<file path="src/rtl/rle_pkg.sv">
package rle_pkg;

    localparam int BLK_LEN  = 64;
    localparam int IDX_W    = $clog2(BLK_LEN);
    localparam int RUN_SPAN = 16;
    localparam int LEN_W    = 4;

    localparam logic [7:0] ZRL_CODE = 8'hF0;
    localparam logic [7:0] EOB_CODE = 8'h00;

    typedef enum logic [1:0] {
        SYM_DC,
        SYM_AC,
        SYM_ZRL,
        SYM_EOB
    } sym_kind_e;

    typedef enum logic [1:0] {
        RUN_KEEP,
        RUN_CLEAR,
        RUN_INC,
        RUN_DROP
    } run_cmd_e;

    typedef struct packed {
        logic [7:0]       code;
        logic [LEN_W-1:0] len;
    } sym_hdr_t;

    function automatic sym_hdr_t make_hdr(sym_kind_e kind, logic [3:0] run,
                                          logic [LEN_W-1:0] cat);
        sym_hdr_t h;
        unique case (kind)
            SYM_DC:  begin h.code = {4'h0, cat[3:0]}; h.len = cat; end
            SYM_AC:  begin h.code = {run, cat[3:0]};  h.len = cat; end
            SYM_ZRL: begin h.code = ZRL_CODE;         h.len = '0;  end
            default: begin h.code = EOB_CODE;         h.len = '0;  end
        endcase
        return h;
    endfunction

endpackage

</file>
<file path="src/rtl/rle_magnitude.sv">
module rle_magnitude
    import rle_pkg::*;
#(
    parameter int W = 13
) (
    input  logic signed [W-1:0] value,
    output logic [LEN_W-1:0]    cat,
    output logic [W-1:0]        raw
);
    logic [W-1:0] mag;
    logic [W-1:0] body;
    logic [W-1:0] mask;

    always_comb begin
        mag = value[W-1] ? W'(-value) : W'(value);
        cat = '0;
        for (int i = 0; i < W; i++) begin
            if (mag[i]) cat = LEN_W'(i + 1);
        end
        // negative: value-1 in two's complement is ones' complement of |value|
        body = value[W-1] ? W'(value - W'(1)) : W'(value);
        for (int i = 0; i < W; i++) begin
            mask[i] = (i < int'(cat));
        end
        raw = body & mask;
    end

endmodule

</file>
<file path="src/rtl/rle_run_tracker.sv">
module rle_run_tracker
    import rle_pkg::*;
(
    input  logic             clk,
    input  logic             rst,
    input  logic             advance,
    input  run_cmd_e         cmd,
    output logic [IDX_W-1:0] idx,
    output logic [IDX_W-1:0] run,
    output logic             first_pos,
    output logic             last_pos,
    output logic             run_full
);
    always_ff @(posedge clk) begin
        if (rst) begin
            idx <= '0;
            run <= '0;
        end else begin
            if (advance) idx <= idx + 1'b1;
            unique case (cmd)
                RUN_CLEAR: run <= '0;
                RUN_INC:   run <= run + 1'b1;
                RUN_DROP:  run <= run - IDX_W'(RUN_SPAN);
                default:   run <= run;
            endcase
        end
    end

    assign first_pos = (idx == '0);
    assign last_pos  = (idx == IDX_W'(BLK_LEN - 1));
    assign run_full  = (run >= IDX_W'(RUN_SPAN));

    // position wraps to the DC slot after the last coefficient
    p_wrap_r7: assert property (@(posedge clk) disable iff (rst)
        advance && last_pos |=> first_pos);

endmodule

</file>
<file path="src/rtl/rle_out_stage.sv">
module rle_out_stage
    import rle_pkg::*;
#(
    parameter int BITS_W = 13
) (
    input  logic              clk,
    input  logic              rst,
    input  logic              load,
    input  sym_hdr_t          hdr_in,
    input  logic [BITS_W-1:0] bits_in,
    input  logic              sym_ready,
    output logic              slot_free,
    output logic              sym_valid,
    output sym_hdr_t          hdr_out,
    output logic [BITS_W-1:0] bits_out
);
    assign slot_free = !sym_valid || sym_ready;

    always_ff @(posedge clk) begin
        if (rst) begin
            sym_valid <= 1'b0;
            hdr_out   <= '0;
            bits_out  <= '0;
        end else begin
            if (load) begin
                sym_valid <= 1'b1;
                hdr_out   <= hdr_in;
                bits_out  <= bits_in;
            end else if (sym_ready) begin
                sym_valid <= 1'b0;
            end
        end
    end

    p_hold_r10: assert property (@(posedge clk) disable iff (rst)
        sym_valid && !sym_ready |=> sym_valid && $stable(hdr_out) && $stable(bits_out));

    p_no_overwrite_r10: assert property (@(posedge clk) disable iff (rst)
        load |-> slot_free);

endmodule

</file>
<file path="src/rtl/rle_sym_encoder.sv">
module rle_sym_encoder
    import rle_pkg::*;
#(
    parameter int COEF_W = 12,
    localparam int DIFF_W = COEF_W + 1
) (
    input  logic                     clk,
    input  logic                     rst,
    input  logic                     img_start,
    input  logic                     coef_valid,
    output logic                     coef_ready,
    input  logic signed [COEF_W-1:0] coef_data,
    output logic                     sym_valid,
    input  logic                     sym_ready,
    output logic [7:0]               sym_code,
    output logic [LEN_W-1:0]         sym_len,
    output logic [DIFF_W-1:0]        sym_bits
);
    logic signed [COEF_W-1:0] prev_dc;
    logic signed [COEF_W-1:0] pend_val;
    logic                     pend;

    logic                     slot_free;
    logic                     accept;
    logic                     cur_zero;
    logic signed [COEF_W-1:0] pred;
    logic signed [DIFF_W-1:0] mag_in;
    logic [LEN_W-1:0]         cat;
    logic [DIFF_W-1:0]        raw;

    logic [IDX_W-1:0]         idx;
    logic [IDX_W-1:0]         run;
    logic                     first_pos;
    logic                     last_pos;
    logic                     run_full;

    logic                     load;
    sym_kind_e                kind;
    run_cmd_e                 run_cmd;
    logic                     pend_set;
    logic                     pend_clr;
    sym_hdr_t                 hdr_in;
    sym_hdr_t                 hdr_out;
    logic [DIFF_W-1:0]        bits_in;

    assign coef_ready = slot_free && !pend;
    assign accept     = coef_valid && coef_ready;
    assign cur_zero   = (coef_data == '0);
    assign pred       = img_start ? '0 : prev_dc;

    always_comb begin
        if (pend)
            mag_in = DIFF_W'(pend_val);
        else if (first_pos)
            mag_in = DIFF_W'(coef_data) - DIFF_W'(pred);
        else
            mag_in = DIFF_W'(coef_data);
    end

    rle_magnitude #(.W(DIFF_W)) u_mag (
        .value (mag_in),
        .cat   (cat),
        .raw   (raw)
    );

    rle_run_tracker u_run (
        .clk       (clk),
        .rst       (rst),
        .advance   (accept),
        .cmd       (run_cmd),
        .idx       (idx),
        .run       (run),
        .first_pos (first_pos),
        .last_pos  (last_pos),
        .run_full  (run_full)
    );

    always_comb begin
        load     = 1'b0;
        kind     = SYM_AC;
        run_cmd  = RUN_KEEP;
        pend_set = 1'b0;
        pend_clr = 1'b0;
        if (pend) begin
            if (slot_free) begin
                load = 1'b1;
                if (run_full) begin
                    kind    = SYM_ZRL;
                    run_cmd = RUN_DROP;
                end else begin
                    kind     = SYM_AC;
                    run_cmd  = RUN_CLEAR;
                    pend_clr = 1'b1;
                end
            end
        end else if (accept) begin
            if (first_pos) begin
                load    = 1'b1;
                kind    = SYM_DC;
                run_cmd = RUN_CLEAR;
            end else if (cur_zero) begin
                if (last_pos) begin
                    load    = 1'b1;
                    kind    = SYM_EOB;
                    run_cmd = RUN_CLEAR;
                end else begin
                    run_cmd = RUN_INC;
                end
            end else if (run_full) begin
                load     = 1'b1;
                kind     = SYM_ZRL;
                run_cmd  = RUN_DROP;
                pend_set = 1'b1;
            end else begin
                load    = 1'b1;
                kind    = SYM_AC;
                run_cmd = RUN_CLEAR;
            end
        end
    end

    assign hdr_in  = make_hdr(kind, run[3:0], cat);
    assign bits_in = (kind == SYM_DC || kind == SYM_AC) ? raw : '0;

    always_ff @(posedge clk) begin
        if (rst) begin
            prev_dc  <= '0;
            pend     <= 1'b0;
            pend_val <= '0;
        end else begin
            if (img_start) prev_dc <= '0;
            if (accept && first_pos) prev_dc <= coef_data;
            if (pend_set) begin
                pend     <= 1'b1;
                pend_val <= coef_data;
            end else if (pend_clr) begin
                pend <= 1'b0;
            end
        end
    end

    rle_out_stage #(.BITS_W(DIFF_W)) u_out (
        .clk       (clk),
        .rst       (rst),
        .load      (load),
        .hdr_in    (hdr_in),
        .bits_in   (bits_in),
        .sym_ready (sym_ready),
        .slot_free (slot_free),
        .sym_valid (sym_valid),
        .hdr_out   (hdr_out),
        .bits_out  (sym_bits)
    );

    assign sym_code = hdr_out.code;
    assign sym_len  = hdr_out.len;

    p_code_len_r3: assert property (@(posedge clk) disable iff (rst)
        sym_valid |-> sym_code[3:0] == sym_len);

    p_bits_fit_r3: assert property (@(posedge clk) disable iff (rst)
        sym_valid |-> (sym_bits >> sym_len) == '0);

    p_stall_blocks_r11: assert property (@(posedge clk) disable iff (rst)
        sym_valid && !sym_ready |-> !coef_ready);

    p_pred_clear_r9: assert property (@(posedge clk) disable iff (rst)
        img_start && !(accept && first_pos) |=> prev_dc == '0);

endmodule

</file>
<file path="config.mk">
export PLATFORM = sky130hd
export DESIGN_NAME = rle_sym_encoder
export DESIGN_NICKNAME = d
export VERILOG_FILES = /design/src/rtl/rle_pkg.sv /design/src/rtl/rle_magnitude.sv /design/src/rtl/rle_run_tracker.sv /design/src/rtl/rle_out_stage.sv /design/src/rtl/rle_sym_encoder.sv
export SDC_FILE = /design/constraint.sdc
export NUM_CORES = 1
export LEC_CHECK = 0
export BUFFER_PORTS_ARGS = -buffer_cell sky130_fd_sc_hd__buf_2
export CELL_PAD_IN_SITES_DETAIL_PLACEMENT = 1
export CELL_PAD_IN_SITES_GLOBAL_PLACEMENT = 1
export CORE_MARGIN = 8
export CORE_UTILIZATION = 46
export CTS_BUF_LIST = sky130_fd_sc_hd__clkbuf_4 sky130_fd_sc_hd__clkbuf_8
export DETAILED_ROUTE_END_ITERATION = 8
export GPL_ROUTABILITY_DRIVEN = 0
export PLACE_DENSITY = 0.92
export SKIP_CTS_REPAIR_TIMING = 1
export SLEW_MARGIN = 20
export SYNTH_ARGS = -nofsm -noshare
export SYNTH_HDL_FRONTEND = slang
export SYNTH_SLANG_ARGS = --single-unit
</file>
<file path="constraint.sdc">
create_clock -name clk -period 6.2 [get_ports clk]
set_clock_uncertainty 0.2 [all_clocks]
set_input_delay 1.24 -clock clk [delete_from_list [all_inputs] [get_ports clk]]
set_output_delay 1.24 -clock clk [all_outputs]
set_load 0.005 [all_outputs]
</file>
==> results of run 1 <==
-- worst min path at each step --
| stage | endpoint | depth (start not counted) |
|---|---|---|
| finish | u_out.bits_out[12]$_SDFFE_PP0P_ | 1 |
| detailed placement | u_out.bits_out[6]$_SDFFE_PP0P_ | 2 |
| CTS | u_out.bits_out[6]$_SDFFE_PP0P_ | 2 |
| global placement | u_out.bits_out[8]$_SDFFE_PP0P_ | 2 |
| global route | u_out.bits_out[2]$_SDFFE_PP0P_ | 2 |
| floorplan | u_out.bits_out[2]$_SDFFE_PP0P_ | 2 |
-- through the flow --
step                      util [%]  area [sq um]
final                        51.27          4965
after CTS                    51.27          4965
after global routing         51.27          4965
after floorplan                  -          4546
after global placement       49.19          4763
after detailed placement     49.19          4763
-- state kept, by name, indices dropped and copies added (netlist names) --
name	cells
pend	1
pend_val	12
prev_dc	12
u_out.bits_out	13
u_out.hdr_out	8
u_out.sym_valid	1
u_run.idx	6
u_run.run	6
-- power by group through the flow --
| stage | registers, mW | logic [mW] | clock network (mW) |
|---|---|---|---|
| after floorplan | 0.423 | 0.364 | 0 |
| after global placement | 0.422 | 0.464 | 0 |
| after detailed placement | 0.423 | 0.483 | 0 |
| after CTS | 0.415 | 0.492 | 0.376 |
| after global routing | 0.417 | 0.544 | 0.389 |
| final | 0.414 | 0.501 | 0.369 |
-- kinds of logic after synthesis --
group,count (synthesis)
flip-flops,59
AO/OA/AOI/OAI,170
buffers and inverters,56
XOR/XNOR,18
AND/OR/NAND/NOR,254
multiplexers,17
adder cells (fa/ha/maj),21
-- area by class of cell --
cell class	instances	area, sq um
inverter	19	71.32
multi-input combinational	480	3099
sequential	59	1181
clock inverter	6	63.81
timing repair buffer	47	245.2
tap	133	166.4
fill	1223	4720
clock buffer	10	137.6
-- routing by layer --
layer | global-route usage (%) | wire, um | vias up
met5 | 0 | 0 | -
met4 | 10.16 | 433 | 0
met3 | 4.097 | 889 | 46
met2 | 39.96 | 7317 | 170
met1 | 27.08 | 6353 | 2258
li1 | - | - | 2204
-- cells in the final DEF (no fill, tap or decap), types with 10 or more instances in the layout --
| cell | count |
|---|---|
| nor2_1 | 61 |
| nand2_1 | 68 |
| mux2i_1 | 15 |
| dfxtp_1 | 59 |
| and2_1 | 10 |
| xnor2_1 | 11 |
| buf_2 | 43 |
| nand2b_1 | 31 |
| a21oi_1 | 47 |
| nand3_1 | 16 |
| or3_1 | 10 |
| o21ai_0 | 26 |
| clkbuf_8 | 10 |
| ha_1 | 20 |
| inv_1 | 18 |
| nor3_1 | 14 |
==> results.toml, run 1 <==
[timing]
slew-limit-headroom_pct = 34.67
min_period_over_period_pct = 87.84
worstMarginPinSlew_ns = 0.9725
setup_viol = 0
min_period_ns = 5.446
slew_viol_final = 0
grt_setup_unrepaired = "no"
timing.fmax_mhz = 183.6
hold_violations = 0
holdWs_ns = 0.2591
setup-tns-final_ns = 0
fin_ws_ns = 0.7538

[logic_synthesis]
yosysWarnings = 0
synth-simple-area-share_pct = 27.86
avgSynthCellArea_sq_um = 7.640
synth.most_common_cell = "nand2_1"
synth_top_cell_by_area = "dfxtp_1"
yosys.area_share.adder_pct = 5.945
yosysUniqueCellTypes = 77
async_flop_share_pct = 0
synthMuxAreaShare_pct = 3.881
synth_top_family_by_area = "simple AND/OR/NAND/NOR gates"
synth_area_leaders = "dfxtp_1 26%, nand2_1 5.6%, ha_1 5.5%"
synth_edf_count = 0
synth_cells = 595
seq_area_frac_synth_pct = 25.98
yosysTopAreaCellShare_pct = 25.98
synth.net_count = 633
synth_compound_area_share_pct = 26.89
synth-xor-area-share_pct = 3.468
ys_ff_latch = 59
synthFlopType = "dfxtp_1"
synth_area_sq_um = 4546
synth_top_cells_by_count = "68 x nand2_1, 61 x nor2_1, 59 x dfxtp_1"

[clocking]
insertion_delay_ns = 0.36
path_clk_slew_ns = 0.07
tritoncts = "built"
htreeDepth = 3
cts_sinks = 59
numCtsBuffers = 9
clockRootBuffer = "clkbuf_8"
cts.path.max_buffers = 2

[placement]
pre_cts_ws_ns = 0.5265
hpwl_um = 11100
io_buffers = 43
dp_cells = 738

[pwr]
p_total_mw = 1.284
internal_power_mw = 0.7822
sequentialPowerShare_pct = 32.3
power_density_nw_per_um2 = 258.7
comb_power_share_pct = 39.0
power.net_switching_mw = 0.5021
clockPowerShare_pct = 28.7
ir_worst_vdd_mv = 0.1127
netSwitchingFraction_pct = 39.10
leakagePower_nw = 1.920

[routing]
ant_nets = 0
wl_per_cell_um = 19.88
drc = 0
drtPass1Iterations = 4
routed-via-count = 4678
viasPerCell = 6.204
drt_iter0_drc = 369
drt-total-wl_um = 14990

[worst_setup_path]
startpoint = "img_start"
path_delay_family = "simple AND/OR/NAND/NOR gates"
worstPathArrival_ns = 5.49
cp-end-kind = "flop"
start_kind = "input pin"
worstPathRequired_ns = 6.25
path_buf_inv = 2
critPathMaxFanout = 12
crit_path_end = "u_out.bits_out[1]$_SDFFE_PP0P_"
r2r_end = "u_out.bits_out[0]$_SDFFE_PP0P_"
slowest_stage = "a2111oi_4"
crit_type = "in2reg"
path_depth = 16
regToRegSetupSlack_ns = 1.34
regToRegStartpoint = "u_run.idx[2]$_SDFFE_PP0P_"
r2r_cells = 11
worst_path_largest_cell_delay_ns = 0.64
crit_chain = "buf_2 -> nor2b_1 -> ha_1 -> inv_1 -> fa_1 -> xor2_1 -> nor3_1 -> o31ai_1 -> or3_1 -> a2111oi_4 -> nand2_4 -> mux2_4 -> o32ai_1 -> and4_1 -> nand2_1 -> a32o_1"

[cells_and_area]
nets = 654
antenna_cells = 0
stdcell_count = 754
syn2layout_area_growth_pct = 9.221
drive_gt1_share_pct = 13.20

[run_status]
status = "finished, final reports clean"

[floorplan]
die_area_sq_um = 13320
start_util_pct = 46.94
rows = 36
fp.dieH_um = 115.4
fp.dieW_um = 115.4
coreArea_sq_um = 9684
io_pins = 44

[global_routing]
grt_max_degree = 52
grt_pass1_vias = 4906
grt_pass1_wl_um = 24650
grt_overflow = 0
grt_use_total_pct = 23.04
antenna_found_initial = 0

[min_path]
hp-class = "reg2reg"
hold_path_startpoint = "u_out.bits_out[12]$_SDFFE_PP0P_"

[job]
maxCapViolations = 0
Note: power is estimated with default switching activity, not from simulation.
==> run 2, diff against run 1 <==
PLACE_DENSITY = 0.91   (was 0.92)
SYNTH_HIERARCHICAL = 1   (was default)
==> results.toml, run 2 <==
[run_status]
status = "finished, final reports clean"

[routing]
drt_iter0_drc = 193
wl_per_cell_um = 17.31
routed-via-count = 4344
viasPerCell = 5.693
drtPass1Iterations = 4
drc = 0
ant_nets = 0
drt-total-wl_um = 13210

[logic_synthesis]
seq_area_frac_synth_pct = 26.96
synth_area_leaders = "dfxtp_1 27%, mux2i_1 9.4%, ha_1 5.9%"
synth_cells = 592
synthFlopType = "dfxtp_1"
synth.most_common_cell = "nor2_1"
avgSynthCellArea_sq_um = 7.902
synth_top_cell_by_area = "dfxtp_1"
ys_ff_latch = 63
synth.net_count = 632
yosysWarnings = 6
async_flop_share_pct = 0
synth_edf_count = 0
synth_area_sq_um = 4678
yosysTopAreaCellShare_pct = 26.96
yosysUniqueCellTypes = 65
synth_top_cells_by_count = "69 x nor2_1, 63 x dfxtp_1, 60 x nand2_1"

[min_path]
hold_path_startpoint = "u_out/bits_out[11]$_SDFFE_PP0P_"
hold_depth = 2
hold_end = "u_out/bits_out[11]$_SDFFE_PP0P_"
hp-class = "reg2reg"

[timing]
worstMarginPinSlew_ns = 0.9674
slew-limit-headroom_pct = 35.32
hold_violations = 0
min_period_ns = 5.398
slew_viol_final = 0
setup-tns-final_ns = 0
timing.fmax_mhz = 185.3
setup_viol = 0
min_period_over_period_pct = 87.06
holdWs_ns = 0.2962
grt_setup_unrepaired = "no"

[cells_and_area]
fillerInstances = 1288
layout_common_cells = "69 x nor2_1, 63 x dfxtp_1, 60 x nand2_1"
regArea_sq_um = 1261
nets = 663
final_common_cell = "nor2_1"
multi_input_area_sq_um = 3152
syn2layout_area_growth_pct = 9.735
drive_gt1_share_pct = 14.51
stdcell_count = 763
antenna_cells = 0
largest_register_ff_count = 13
largest-register = "u_out/bits_out"

[global_routing]
grt_pass1_vias = 4569
grt_pass1_wl_um = 22640
grt_use_total_pct = 20.70
grt_overflow = 0
antenna_found_initial = 0
grt_max_degree = 66

[clocking]
tritoncts = "built"
insertion_delay_ns = 0.36
cts_sinks = 63
path_clk_slew_ns = 0.07
numCtsBuffers = 9
clockRootBuffer = "clkbuf_8"
htreeDepth = 3
cts.path.max_buffers = 2

[floorplan]
die_area_sq_um = 13650
coreArea_sq_um = 10090
io_pins = 44
start_util_pct = 46.36
fp.dieW_um = 116.8
fp.dieH_um = 116.8
rows = 37

[pwr]
ir_worst_vdd_mv = 0.1194
power_density_nw_per_um2 = 255.8
leakagePower_nw = 2.251

[worst_setup_path]
crit_type = "in2reg"
worstPathRequired_ns = 6.22
start_kind = "input pin"
regToRegSetupSlack_ns = 1.33
regToRegStartpoint = "u_run/idx[2]$_SDFFE_PP0P_"
r2r_cells = 15
cp-end-kind = "flop"
r2r_end = "u_out/bits_out[2]$_SDFFE_PP0P_"
worstPathArrival_ns = 5.42
critPathMaxFanout = 12

[job]
maxCapViolations = 0

[placement]
hpwl_um = 9937
io_buffers = 43
dp_cells = 747
## run 2: how the worst max path moves through the flow
stage	to	from	slack [ns]
after global placement	u_out/bits_out[8]$_SDFFE_PP0P_	img_start	0.67
after CTS	u_out/bits_out[2]$_SDFFE_PP0P_	img_start	0.84
final	u_out/bits_out[2]$_SDFFE_PP0P_	img_start	0.80
after detailed placement	u_out/bits_out[2]$_SDFFE_PP0P_	img_start	0.47
after global routing	u_out/bits_out[2]$_SDFFE_PP0P_	img_start	0.43
after floorplan	u_out/bits_out[8]$_SDFFE_PP0P_	img_start	0.95
## run 2: cell type report
type                       count  share of cell area (%)
tap                          136                   3.315
multi-input combinational    475                   61.39
clock inverter                 6                  0.7555
sequential                    63                   24.57
timing repair buffer          52                   5.947
inverter                      22                   1.609
clock buffer                   9                   2.413
## run 2: per-stage QoR
| stage | total power [mW] | worst slack, ns | utilization (%) | cell area (sq um) |
|---|---|---|---|---|
| floorplan | 0.8563 | 0.9518 | - | 4678 |
| global placement | 0.9672 | 0.6718 | 48.96 | 4941 |
| detailed placement | 1.001 | 0.4702 | 48.96 | 4941 |
| CTS | 1.324 | 0.8408 | 50.57 | 5104 |
| global route | 1.402 | 0.4304 | 50.87 | 5134 |
| finish | 1.313 | 0.8024 | 50.87 | 5134 |
## run 2: worst max-delay path, cell delays in order
cell,delay (ns)
buf_2,0.15
nor2b_1,0.19
ha_1,0.23
fa_1,0.24
nor2b_1,0.08
o31ai_1,0.42
a21oi_1,0.20
nor3_1,0.22
o31ai_1,0.21
or4_4,0.58
o41ai_4,0.37
xnor2_1,0.22
nor2_1,0.25
nand3_2,0.19
nor2_4,0.15
a21oi_1,0.09
and2_1,0.17
mux2i_1,0.15
nor2_1,0.05
## run 2: cells by family after synthesis
| group | after synthesis | share of synthesized area (%) |
|---|---|---|
| AOI/OAI and AO/OA | 130 | 18.13 |
| xor gates and xnor gates | 26 | 4.868 |
| adders and majority gates | 23 | 6.312 |
| buffers and inverters | 54 | 5.911 |
| DFF | 63 | 26.96 |
| muxes | 47 | 10.22 |
| and+or+nand+nor | 249 | 27.60 |
## run 2: report_power, final
group	switching [mW]	total (mW)	internal (mW)	leakage, nW
Sequential	0.0152	0.448	0.433	0.513
Combinational	0.336	0.552	0.216	1.66
Clock	0.172	0.313	0.141	0.0809
## run 2: layer usage
| metal | global-route usage, % | routed length [um] | vias to the layer above |
|---|---|---|---|
| met5 | 0 | 0 | - |
| met4 | 6.741 | 216 | 0 |
| met3 | 4.259 | 472 | 20 |
| met2 | 36.50 | 6587 | 78 |
| met1 | 24.53 | 5931 | 2118 |
| li1 | - | - | 2128 |
==> run 3, diff against run 2 <==
CORE_MARGIN = 2   (was 8)
SETUP_SLACK_MARGIN = 0.02   (was default)
==> results.toml, run 3 (same netlist as run 2, synthesis figures left out) <==
[clocking]
cts_sinks = 63
htreeDepth = 3
clockRootBuffer = "clkbuf_8"
cts.path.max_buffers = 2
path_clk_slew_ns = 0.08
numCtsBuffers = 9
insertion_delay_ns = 0.36
tritoncts = "built"

[floorplan]
coreArea_sq_um = 9819
die_area_sq_um = 10990
io_pins = 44
start_util_pct = 47.64
fp.dieH_um = 104.8
rows = 36
fp.dieW_um = 104.8

[cells_and_area]
final_common_cell = "nor2_1"
largest_register_ff_count = 13
drive_gt1_share_pct = 14.65
fillerInstances = 1257
largest-register = "u_out/bits_out"
nets = 664
syn2layout_area_growth_pct = 10.97
layout_common_cells = "69 x nor2_1, 63 x dfxtp_1, 60 x nand2_1"
antenna_cells = 0

[global_routing]
grt_pass1_wl_um = 22760
grt_use_total_pct = 25.38
grt_overflow = 0
grt_pass1_vias = 4567
grt_max_degree = 66
antenna_found_initial = 0

[timing]
hold_violations = 0
slew-limit-headroom_pct = 36.88
slew_viol_final = 0
setup-tns-final_ns = 0
timing.fmax_mhz = 182.7
holdWs_ns = 0.2980
min_period_ns = 5.473
min_period_over_period_pct = 88.28
grt_setup_unrepaired = "no"
worstMarginPinSlew_ns = 0.9441
setup_viol = 0

[placement]
hpwl_um = 10010
io_buffers = 43

[routing]
viasPerCell = 5.808
wl_per_cell_um = 17.97
drtPass1Iterations = 4
drt_iter0_drc = 188
drt-total-wl_um = 13680
routed-via-count = 4420
ant_nets = 0
drc = 0

[worst_setup_path]
critPathMaxFanout = 12
worstPathRequired_ns = 6.23
start_kind = "input pin"
worstPathArrival_ns = 5.51
crit_type = "in2reg"
cp-end-kind = "flop"

[pwr]
leakagePower_nw = 2.283
power_density_nw_per_um2 = 273.9
ir_worst_vdd_mv = 0.1020

[run_status]
status = "finished, final reports clean"

[min_path]
hp-class = "reg2reg"

[job]
maxCapViolations = 0
[run 3: layer usage]
metal  vias to the layer above  global-route usage [%]  share of wire, %
met2                       109                   45.32                50
met1                      2151                   30.51                44
met4                         0                   10.95               3.0
met3                        36                   2.994               2.9
li1                       2124                       -                 -
met5                         -                       0                 0
[run 3: worst paths after layout]
check | start | slack (ns) | cells past startpoint | end
worst max register to register | u_run/idx[2]$_SDFFE_PP0P_ | 1.30 | 16 | u_out/bits_out[1]$_SDFFE_PP0P_
worst min-delay path | u_out/hdr_out[1]$_SDFFE_PP0P_ | 0.30 | 2 | u_out/hdr_out[1]$_SDFFE_PP0P_
worst min register to register | u_out/hdr_out[1]$_SDFFE_PP0P_ | 0.30 | 2 | u_out/hdr_out[1]$_SDFFE_PP0P_
worst max-delay path | img_start | 0.73 | 19 | u_out/bits_out[1]$_SDFFE_PP0P_
[run 3: worst max-delay path: stages]
cell and delay (ns):
buf_2 0.16, nor2b_1 0.19, ha_1 0.24, fa_1 0.24
nor2b_1 0.08, o31ai_1 0.46, a21oi_1 0.19, nor3_1 0.23
o31ai_1 0.20, or4_4 0.58, o41ai_4 0.37, xnor2_1 0.23
nor2_1 0.29, nand3_2 0.18, nor2_4 0.16, a221oi_1 0.10
and2_1 0.16, mux2i_1 0.12, nor2_1 0.05
[run 3: power breakdown]
| group | total, mW | internal, mW | switching [mW] | leakage (nW) |
|---|---|---|---|---|
| clock network | 0.420 | 0.236 | 0.184 | 0.109 |
| logic | 0.554 | 0.215 | 0.339 | 1.66 |
| registers | 0.448 | 0.433 | 0.0153 | 0.513 |
[run 3: per-stage QoR]
stage	worst slack, ns	power, mW	instances	cell area [sq um]	utilization (%)
floorplan	0.9518	0.8563	592	4678	-
global placement	0.7194	0.9678	745	4945	50.36
detailed placement	0.4601	0.9967	745	4945	50.36
CTS	0.7680	1.415	760	5164	52.59
global route	0.3647	1.495	761	5191	52.87
finish	0.7266	1.422	761	5191	52.87
[run 3: cell type report]
| cell class | instances | area [sq um] | area share [%] |
|---|---|---|---|
| clock inverter | 5 | 81.33 | 1.567 |
| timing repair buffer | 53 | 310.3 | 5.977 |
| sequential | 63 | 1261 | 24.30 |
| clock buffer | 10 | 137.6 | 2.651 |
| multi-input combinational | 475 | 3152 | 60.71 |
| inverter | 22 | 82.58 | 1.591 |
| tap | 133 | 166.4 | 3.206 |
